**config.mk**
```make
export PLATFORM = sky130hd
export DESIGN_NAME = irq_lvl_sync
export DESIGN_NICKNAME = d
export VERILOG_FILES = /design/src/rtl/irq_sync_pkg.sv /design/src/rtl/irq_slot_seq.sv /design/src/rtl/irq_line_capture.sv /design/src/rtl/irq_pend_bank.sv /design/src/rtl/irq_lvl_sync.sv
export SDC_FILE = /design/constraint.sdc
export NUM_CORES = 1
export LEC_CHECK = 0
export ABC_AREA = 1
export ABC_CLOCK_PERIOD_IN_PS = 1800
export BUFFER_PORTS_ARGS = -buffer_cell sky130_fd_sc_hd__buf_4
export CORE_ASPECT_RATIO = 1.5
export CORE_MARGIN = 2
export CORE_UTILIZATION = 30
export CTS_CLUSTER_SIZE = 8
export DETAILED_ROUTE_END_ITERATION = 7
export GPL_TIMING_DRIVEN = 0
export PLACE_DENSITY = 0.48
export SYNTH_ARGS = -nofsm -noshare
export SYNTH_HDL_FRONTEND = slang
export SYNTH_HIERARCHICAL = 1
export SYNTH_SLANG_ARGS = --single-unit
```
**constraint.sdc**
```tcl
create_clock -name clk -period 1.8 [get_ports clk]
set_input_delay 0.09 -clock clk [delete_from_list [all_inputs] [get_ports clk]]
set_output_delay 0.09 -clock clk [all_outputs]
set_load 0.02 [all_outputs]
```
**src/rtl/irq_sync_pkg.sv**
```systemverilog
package irq_sync_pkg;
   localparam int unsigned DEF_LINE_W = 8;
   localparam int unsigned DEF_SEL_W  = 2;

   typedef enum logic [1:0] {
      SCAN_G0   = 2'd0,
      SCAN_G01  = 2'd1,
      SCAN_G012 = 2'd2,
      SCAN_ALL  = 2'd3
   } scan_mode_e;
endpackage

```
**src/rtl/irq_slot_seq.sv**
```systemverilog
module irq_slot_seq #(
   parameter int unsigned SEL_W = irq_sync_pkg::DEF_SEL_W
) (
   input  logic             clk,
   input  logic             rst,
   input  logic [SEL_W-1:0] mode_i,
   output logic [SEL_W-1:0] slot_o
);
   logic [SEL_W-1:0] mode_q;
   logic [SEL_W-1:0] slot_q;
   logic             restart;

   assign restart = (mode_i != mode_q) || (slot_q >= mode_q);

   always_ff @(posedge clk) begin
      if (rst) begin
         mode_q <= '0;
         slot_q <= '0;
      end else begin
         mode_q <= mode_i;
         if (restart) slot_q <= '0;
         else         slot_q <= slot_q + 1'b1;
      end
   end

   assign slot_o = slot_q;

   AST_SLOT_RESTART: assert property (@(posedge clk) disable iff (rst)
      (mode_i != mode_q) |=> (slot_q == '0));
   AST_SLOT_STEP: assert property (@(posedge clk) disable iff (rst)
      (mode_i == mode_q && slot_q < mode_q) |=> (slot_q == $past(slot_q) + 1'b1));
   AST_SLOT_BOUND: assert property (@(posedge clk) disable iff (rst)
      (mode_i == mode_q) |=> (slot_q <= mode_q));
endmodule

```
**src/rtl/irq_line_capture.sv**
```systemverilog
module irq_line_capture #(
   parameter int unsigned LINE_W = irq_sync_pkg::DEF_LINE_W,
   parameter int unsigned SEL_W  = irq_sync_pkg::DEF_SEL_W
) (
   input  logic              clk,
   input  logic              rst,
   input  logic [LINE_W-1:0] lines_i,
   input  logic [SEL_W-1:0]  slot_i,
   output logic [LINE_W-1:0] cap_lines_o,
   output logic [SEL_W-1:0]  cap_grp_o
);
   always_ff @(posedge clk) begin
      if (rst) begin
         cap_lines_o <= '0;
         cap_grp_o   <= '0;
      end else begin
         cap_lines_o <= lines_i;
         cap_grp_o   <= slot_i;
      end
   end

   AST_CAPTURE_TAG: assert property (@(posedge clk) disable iff (rst)
      1'b1 |=> (cap_grp_o == $past(slot_i)));
endmodule

```
**src/rtl/irq_pend_bank.sv**
```systemverilog
module irq_pend_bank #(
   parameter int unsigned LINE_W = irq_sync_pkg::DEF_LINE_W,
   parameter int unsigned SEL_W  = irq_sync_pkg::DEF_SEL_W
) (
   input  logic                            clk,
   input  logic                            rst,
   input  logic [SEL_W-1:0]                mode_i,
   input  logic [LINE_W-1:0]               cap_lines_i,
   input  logic [SEL_W-1:0]                cap_grp_i,
   output logic [(LINE_W<<SEL_W)-1:0]      raw_o
);
   localparam int unsigned GROUPS = 1 << SEL_W;

   logic [LINE_W-1:0] grp_q [GROUPS];

   for (genvar g = 0; g < GROUPS; g++) begin : g_grp
      localparam logic [SEL_W-1:0] GID = SEL_W'(g);

      always_ff @(posedge clk) begin
         if (rst)                   grp_q[g] <= '0;
         else if (GID > mode_i)     grp_q[g] <= '0;
         else if (cap_grp_i == GID) grp_q[g] <= cap_lines_i;
      end

      assign raw_o[g*LINE_W +: LINE_W] = grp_q[g];

      AST_DROPPED_CLEAR: assert property (@(posedge clk) disable iff (rst)
         (GID > mode_i) |=> (raw_o[g*LINE_W +: LINE_W] == '0));
      AST_GROUP_WRITE: assert property (@(posedge clk) disable iff (rst)
         (GID <= mode_i && cap_grp_i == GID) |=>
            (raw_o[g*LINE_W +: LINE_W] == $past(cap_lines_i)));
      AST_GROUP_HOLD: assert property (@(posedge clk) disable iff (rst)
         (GID <= mode_i && cap_grp_i != GID) |=>
            $stable(raw_o[g*LINE_W +: LINE_W]));
   end
endmodule

```
**src/rtl/irq_lvl_sync.sv**
```systemverilog
module irq_lvl_sync #(
   parameter int unsigned LINE_W = irq_sync_pkg::DEF_LINE_W,
   parameter int unsigned SEL_W  = irq_sync_pkg::DEF_SEL_W
) (
   input  logic                        clk,
   input  logic                        rst,
   input  logic [SEL_W-1:0]            scan_mode_i,
   input  logic [LINE_W-1:0]           req_lines_i,
   output logic [SEL_W-1:0]            slot_o,
   output logic [(LINE_W<<SEL_W)-1:0]  pend_o
);
   localparam int unsigned LEVELS  = LINE_W << SEL_W;
   localparam int unsigned AGG_BIT = LINE_W - 1;

   if (LINE_W < 1) begin : g_bad_line
      $error("LINE_W must be at least 1");
   end
   if (SEL_W < 1 || SEL_W > 4) begin : g_bad_sel
      $error("SEL_W must lie in 1..4");
   end

   logic [LINE_W-1:0] cap_lines;
   logic [SEL_W-1:0]  cap_grp;
   logic [LEVELS-1:0] raw;

   irq_slot_seq #(.SEL_W(SEL_W)) u_seq (
      .clk    (clk),
      .rst    (rst),
      .mode_i (scan_mode_i),
      .slot_o (slot_o)
   );

   irq_line_capture #(.LINE_W(LINE_W), .SEL_W(SEL_W)) u_cap (
      .clk         (clk),
      .rst         (rst),
      .lines_i     (req_lines_i),
      .slot_i      (slot_o),
      .cap_lines_o (cap_lines),
      .cap_grp_o   (cap_grp)
   );

   irq_pend_bank #(.LINE_W(LINE_W), .SEL_W(SEL_W)) u_bank (
      .clk         (clk),
      .rst         (rst),
      .mode_i      (scan_mode_i),
      .cap_lines_i (cap_lines),
      .cap_grp_i   (cap_grp),
      .raw_o       (raw)
   );

   always_comb begin
      pend_o          = raw;
      pend_o[AGG_BIT] = raw[AGG_BIT] | (|raw[LEVELS-1:LINE_W]);
   end

   AST_SUMMARY_BIT: assert property (@(posedge clk) disable iff (rst)
      (|pend_o[LEVELS-1:LINE_W]) |-> pend_o[AGG_BIT]);
   AST_RESET_CLEAR: assert property (@(posedge clk)
      rst |=> (pend_o == '0 && slot_o == '0));
endmodule

```
After elaboration in Yosys (flattened, before gate mapping)
Memory sizes are Yosys's and may differ from the RTL's.
Index checks and enable logic that the tools add are counted.
{"block": "word_totals", "memories": 1, "input_bits": 12, "ram_bits": 32, "regBits": 14}
{"memory": "u_bank.grp_q", "depth": 4, "width": 8, "read_ports": 4, "rd_clocked_by_memory_dff": 0, "wr": 4, "line": "irq_pend_bank.sv:14", "source": "logic [LINE_W-1:0] grp_q [GROUPS];"}
{"block": "op_classes", "bitwise_logic": 9, "n_reduce_logical": 4, "order_cmp": 5, "add_sub_neg": 1, "n_mux": 38, "n_eq_ne": 4}
{"op": "$mux 8", "count": 8}
{"op": "$mux 1", "count": 30}
{"op": "$reduce_or 24->1", "count": 1}
{"op": "$or 1x1->1", "count": 9}
{"op": "$eq 2x2->1 const B", "count": 2}
{"op": "$gt 1x2->1 const A", "count": 2}
{"op": "$gt 2x2->1 const A", "count": 2}
{"op": "$add 2x1->2 const B", "count": 1}
{"op": "$eq 2x1->1 const B", "count": 1}
{"op": "$ge 2x2->1", "count": 1}
{"op": "$logic_not 2->1", "count": 1}
{"op": "$ne 2x2->1", "count": 1}
{"op": "$reduce_or 2->1", "count": 1}
{"op": "$logic_or 1x1->1", "count": 1}

Longest topological paths before layout
{"block": "logic_depth", "depth_word": 6, "mapped_depth": 7, "ltp_nobuf": 7}

By module
The synthesis kept the hierarchy.
{"module": "irq_pend_bank", "cells_per_inst": 92, "area_each_um2": 1223.7, "n_inst": 1, "seq_area_each_um2": 960.9}
{"module": "irq_line_capture", "cells_per_inst": 31, "area_each_um2": 286.5, "n_inst": 1, "seq_area_each_um2": 200.2}
{"module": "irq_slot_seq", "cells_per_inst": 28, "area_each_um2": 202.7, "n_inst": 1, "seq_area_each_um2": 80.1}
{"module": "irq_lvl_sync", "cells_per_inst": 23, "area_each_um2": 88.8, "n_inst": 1, "seq_area_each_um2": 0.0}

Worst setup path after synthesis
Ideal clock, no wire load.
{"block": "synth_path", "path_type": "reg2reg", "start": "reg u_cap.cap_grp_o[1]", "end": "mem u_bank/grp_q[2][0] in the netlist's numbering (enable)", "setup_time_ns": 0.384, "arrival_ns": 1.123, "n_path_buf": 0, "t_required_ns": 1.416, "synth_period_minus_slack_ns": 1.507, "path_slack_ns": 0.293, "stages_incl_launch_ff": 3, "path_cell_list": "dfxtp_1 inv_1 o21ai_0"}
{"element": "start, declared", "line": "irq_line_capture.sv:10", "source": "output logic [SEL_W-1:0] cap_grp_o"}
{"element": "start signal, assigned", "line": "irq_line_capture.sv:18", "source": "cap_grp_o <= slot_i;"}
{"element": "end, declared", "line": "irq_pend_bank.sv:14"}

==> flow_metrics.tcl <==
set metrics [dict create \
    worstSkewPairLatency_ps 290 \
    slew_violations 0 \
    die_h_um 98.9 \
    gp_congestion 0.682 \
    p_total_mw 2.02 \
    fin_setup_tns_ps 0 \
    syn_inst 174 \
    initial_core_util_pct 31.1 \
    ir_worst_vdd_mv 0.490 \
    avgRoutedWirePerCell_um 11.3 \
    max_stage_delay_ps 870 \
    maxCapViolations 0 \
    synth.avg_cell_area_um2 10.4 \
    cts-root-buf "clkbuf_8" \
    crit_slowest_cell "o21ai_0" \
    dpl.hpwl_um 2620 \
    crit_arrival_ps 1530 \
    track_usage_pct 11.5 \
    antenna_found_initial 0 \
    dieArea_um2 6650 \
    setup_violations 0 \
    hold_viol 0 \
    cp.required_ps 1720 \
    dr.pass1.iters 6 \
    drcViolationCount 0 \
    clock_path_buffers 2 \
    grt_max_degree 16 \
    cts_sinks 46 \
    clk_pin_slew_ps 80 \
    yosysSeqAreaShare_pct 68.9 \
    hold_class "in2reg" \
    status "completed" \
    max_freq_mhz 619 \
    finalClockSkew_ps 3.99 \
    syn_area_um2 1800 \
    core-area_um2 5790 \
    rsz0062_at_grt "false" \
    numPortBuffers 45 \
    rows 34 \
    postCtsSetupRepairBufs 0 \
    synth_top_area_cell "edfxtp_1" \
    endpoint_kind "register" \
    gr-total-overflow 0 \
    wl_um 3450 \
    crit_buf_inv 0 \
    synth_top_cell_area_share_pct 53.3 \
    pin_count 46 \
    ys.warnings.count 6 \
    cts_tree "done" \
    criticalPathCategory "reg2reg" \
    num_vias 1242 \
    fp.dieW_um 67.3 \
    grt_pass1_wl_um 5590 \
    diodes 0 \
    ctsHtreeMaxLevel 2 \
    syn_nets 188 \
    p_leak_nw 1.10 \
    path_max_fanout 8 \
    finalWorstPathRequiredPeriod_ps 1620 \
    p_per_area_nw_per_um2 849 \
    drive_gt1_share_pct 28.3 \
    critPathTopFamily "compound AO/OA/AOI/OAI gates" \
    first_iter_violations 30 \
    cts_buffers 5 \
    vias_per_cell 4.07 \
    synth_area_leaders "edfxtp_1 53%, dfxtp_1 16%, nor2_1 13%, inv_1 5.8%, nand2_1 3.1%" \
    syn_to_final_growth_pct 32.1 \
    slew_headroom_pct 27.7 \
    ant_nets 0 \
    num-nets-final 246 \
    path_cells "o21ai_0" \
    worst_pin_slew_ps 1070 \
    first_global_vias 1177 \
    yosys_register_bits 46 \
    fin_crit_sh_pct 89.7 \
    synth_cell_type_count 17 \
    worstSetupStartpointType "register" \
]
[area by class of cell]
| type | instances | area, um^2 |
|---|---|---|
| Tap cell | 72 | 90.1 |
| Multi-Input combinational cell | 96 | 433 |
| Clock buffer | 5 | 68.8 |
| Sequential cell | 46 | 1240 |
| Fill cell | 590 | 3410 |
| Buffer | 1 | 11.3 |
| Inverter | 31 | 116 |
| Timing Repair Buffer | 51 | 398 |
| Clock inverter | 3 | 21.3 |
[kinds of logic after synthesis]
logic type	after synthesis	synth area share, %
compound gates	4	1.46
xor+xnor	1	0.486
fa+ha+maj	2	1.39
buf+inv	32	7.08
flops	46	68.9
simple gates	89	20.7
[cells in the final DEF, fill, tap and decap left out, drive strengths merged]
cell and instances:
a21oi 1, buf 46, clkbuf 5, clkinv 2
clkinvlp 1, dfxtp 14, dlygate4sd3 6, edfxtp 32
ha 2, inv 31, nand2 17, nand3 5
nor2 67, o211ai 1, o21ai 2, xnor2 1
[worst paths after layout]
path                                      endpoint  cells past startpoint                     startpoint  slack [ps]
setup / recovery  u_bank/grp_q[0][5]$_SDFFCE_PN0P_                      1  u_cap/cap_grp_o[1]$_SDFF_PP0_         180
hold / removal     u_cap/cap_lines_o[3]$_SDFF_PP0_                      3                 req_lines_i[3]           5
setup reg to reg  u_bank/grp_q[0][5]$_SDFFCE_PN0P_                      1  u_cap/cap_grp_o[1]$_SDFF_PP0_         180
hold reg to reg      u_cap/cap_grp_o[1]$_SDFF_PP0_                      2     u_seq/slot_o[1]$_SDFF_PP0_         470
[registers in the layout, indices dropped and copies added, names as in the netlist]
signal and count:
u_seq/mode_q 2, u_bank/grp_q 32, u_cap/cap_lines_o 8, u_seq/slot_o 2, u_cap/cap_grp_o 2
[synthesized netlist by cell type]
cell type,count
nor2_1,64
edfxtp_1,32
inv_1,28
nand2_1,15
dfxtp_1,14
inv_2,3
nand3_2,3
nor2_2,3
ha_1,2
nand3_1,2
o21ai_0,2
a21oi_2,1
buf_6,1
nand2_2,1
nand2_4,1
o211ai_1,1
xnor2_1,1
[layer usage]
layer | up-vias | track usage, % | wire length [um]
met4 | 0 | 4.71 | 68
met2 | 30 | 20.8 | 1890
met1 | 557 | 12.6 | 1340
li1 | 649 | - | -
met3 | 6 | 2.51 | 160
met5 | - | 0 | 0
[power breakdown]
part           switching [mW]  leakage, nW  internal (mW)
clock network           0.340       0.0441          0.273
logic                   0.126        0.575         0.0899
registers              0.0198        0.479           1.17
[through the flow]
stage	setup WS (ps)	cell area (um^2)	hold slack (ps)	util (%)	instances
after floorplan	293	1800	161	-	174
after global placement	56.3	2230	298	38.5	291
after detailed placement	69.8	2230	297	38.5	291
after CTS	49.5	2380	8.86	41.1	305
after global routing	48.5	2380	7.15	41.1	305
final	185	2380	4.77	41.1	305
[repair_timing]
action	in CTS	in global routing
endpoints found under the setup margin	0	8
hold buffers	6	0
endpoints found under the hold margin	6	0
gates resized for setup	0	1
No activity file was read; power rests on OpenSTA's default activity.
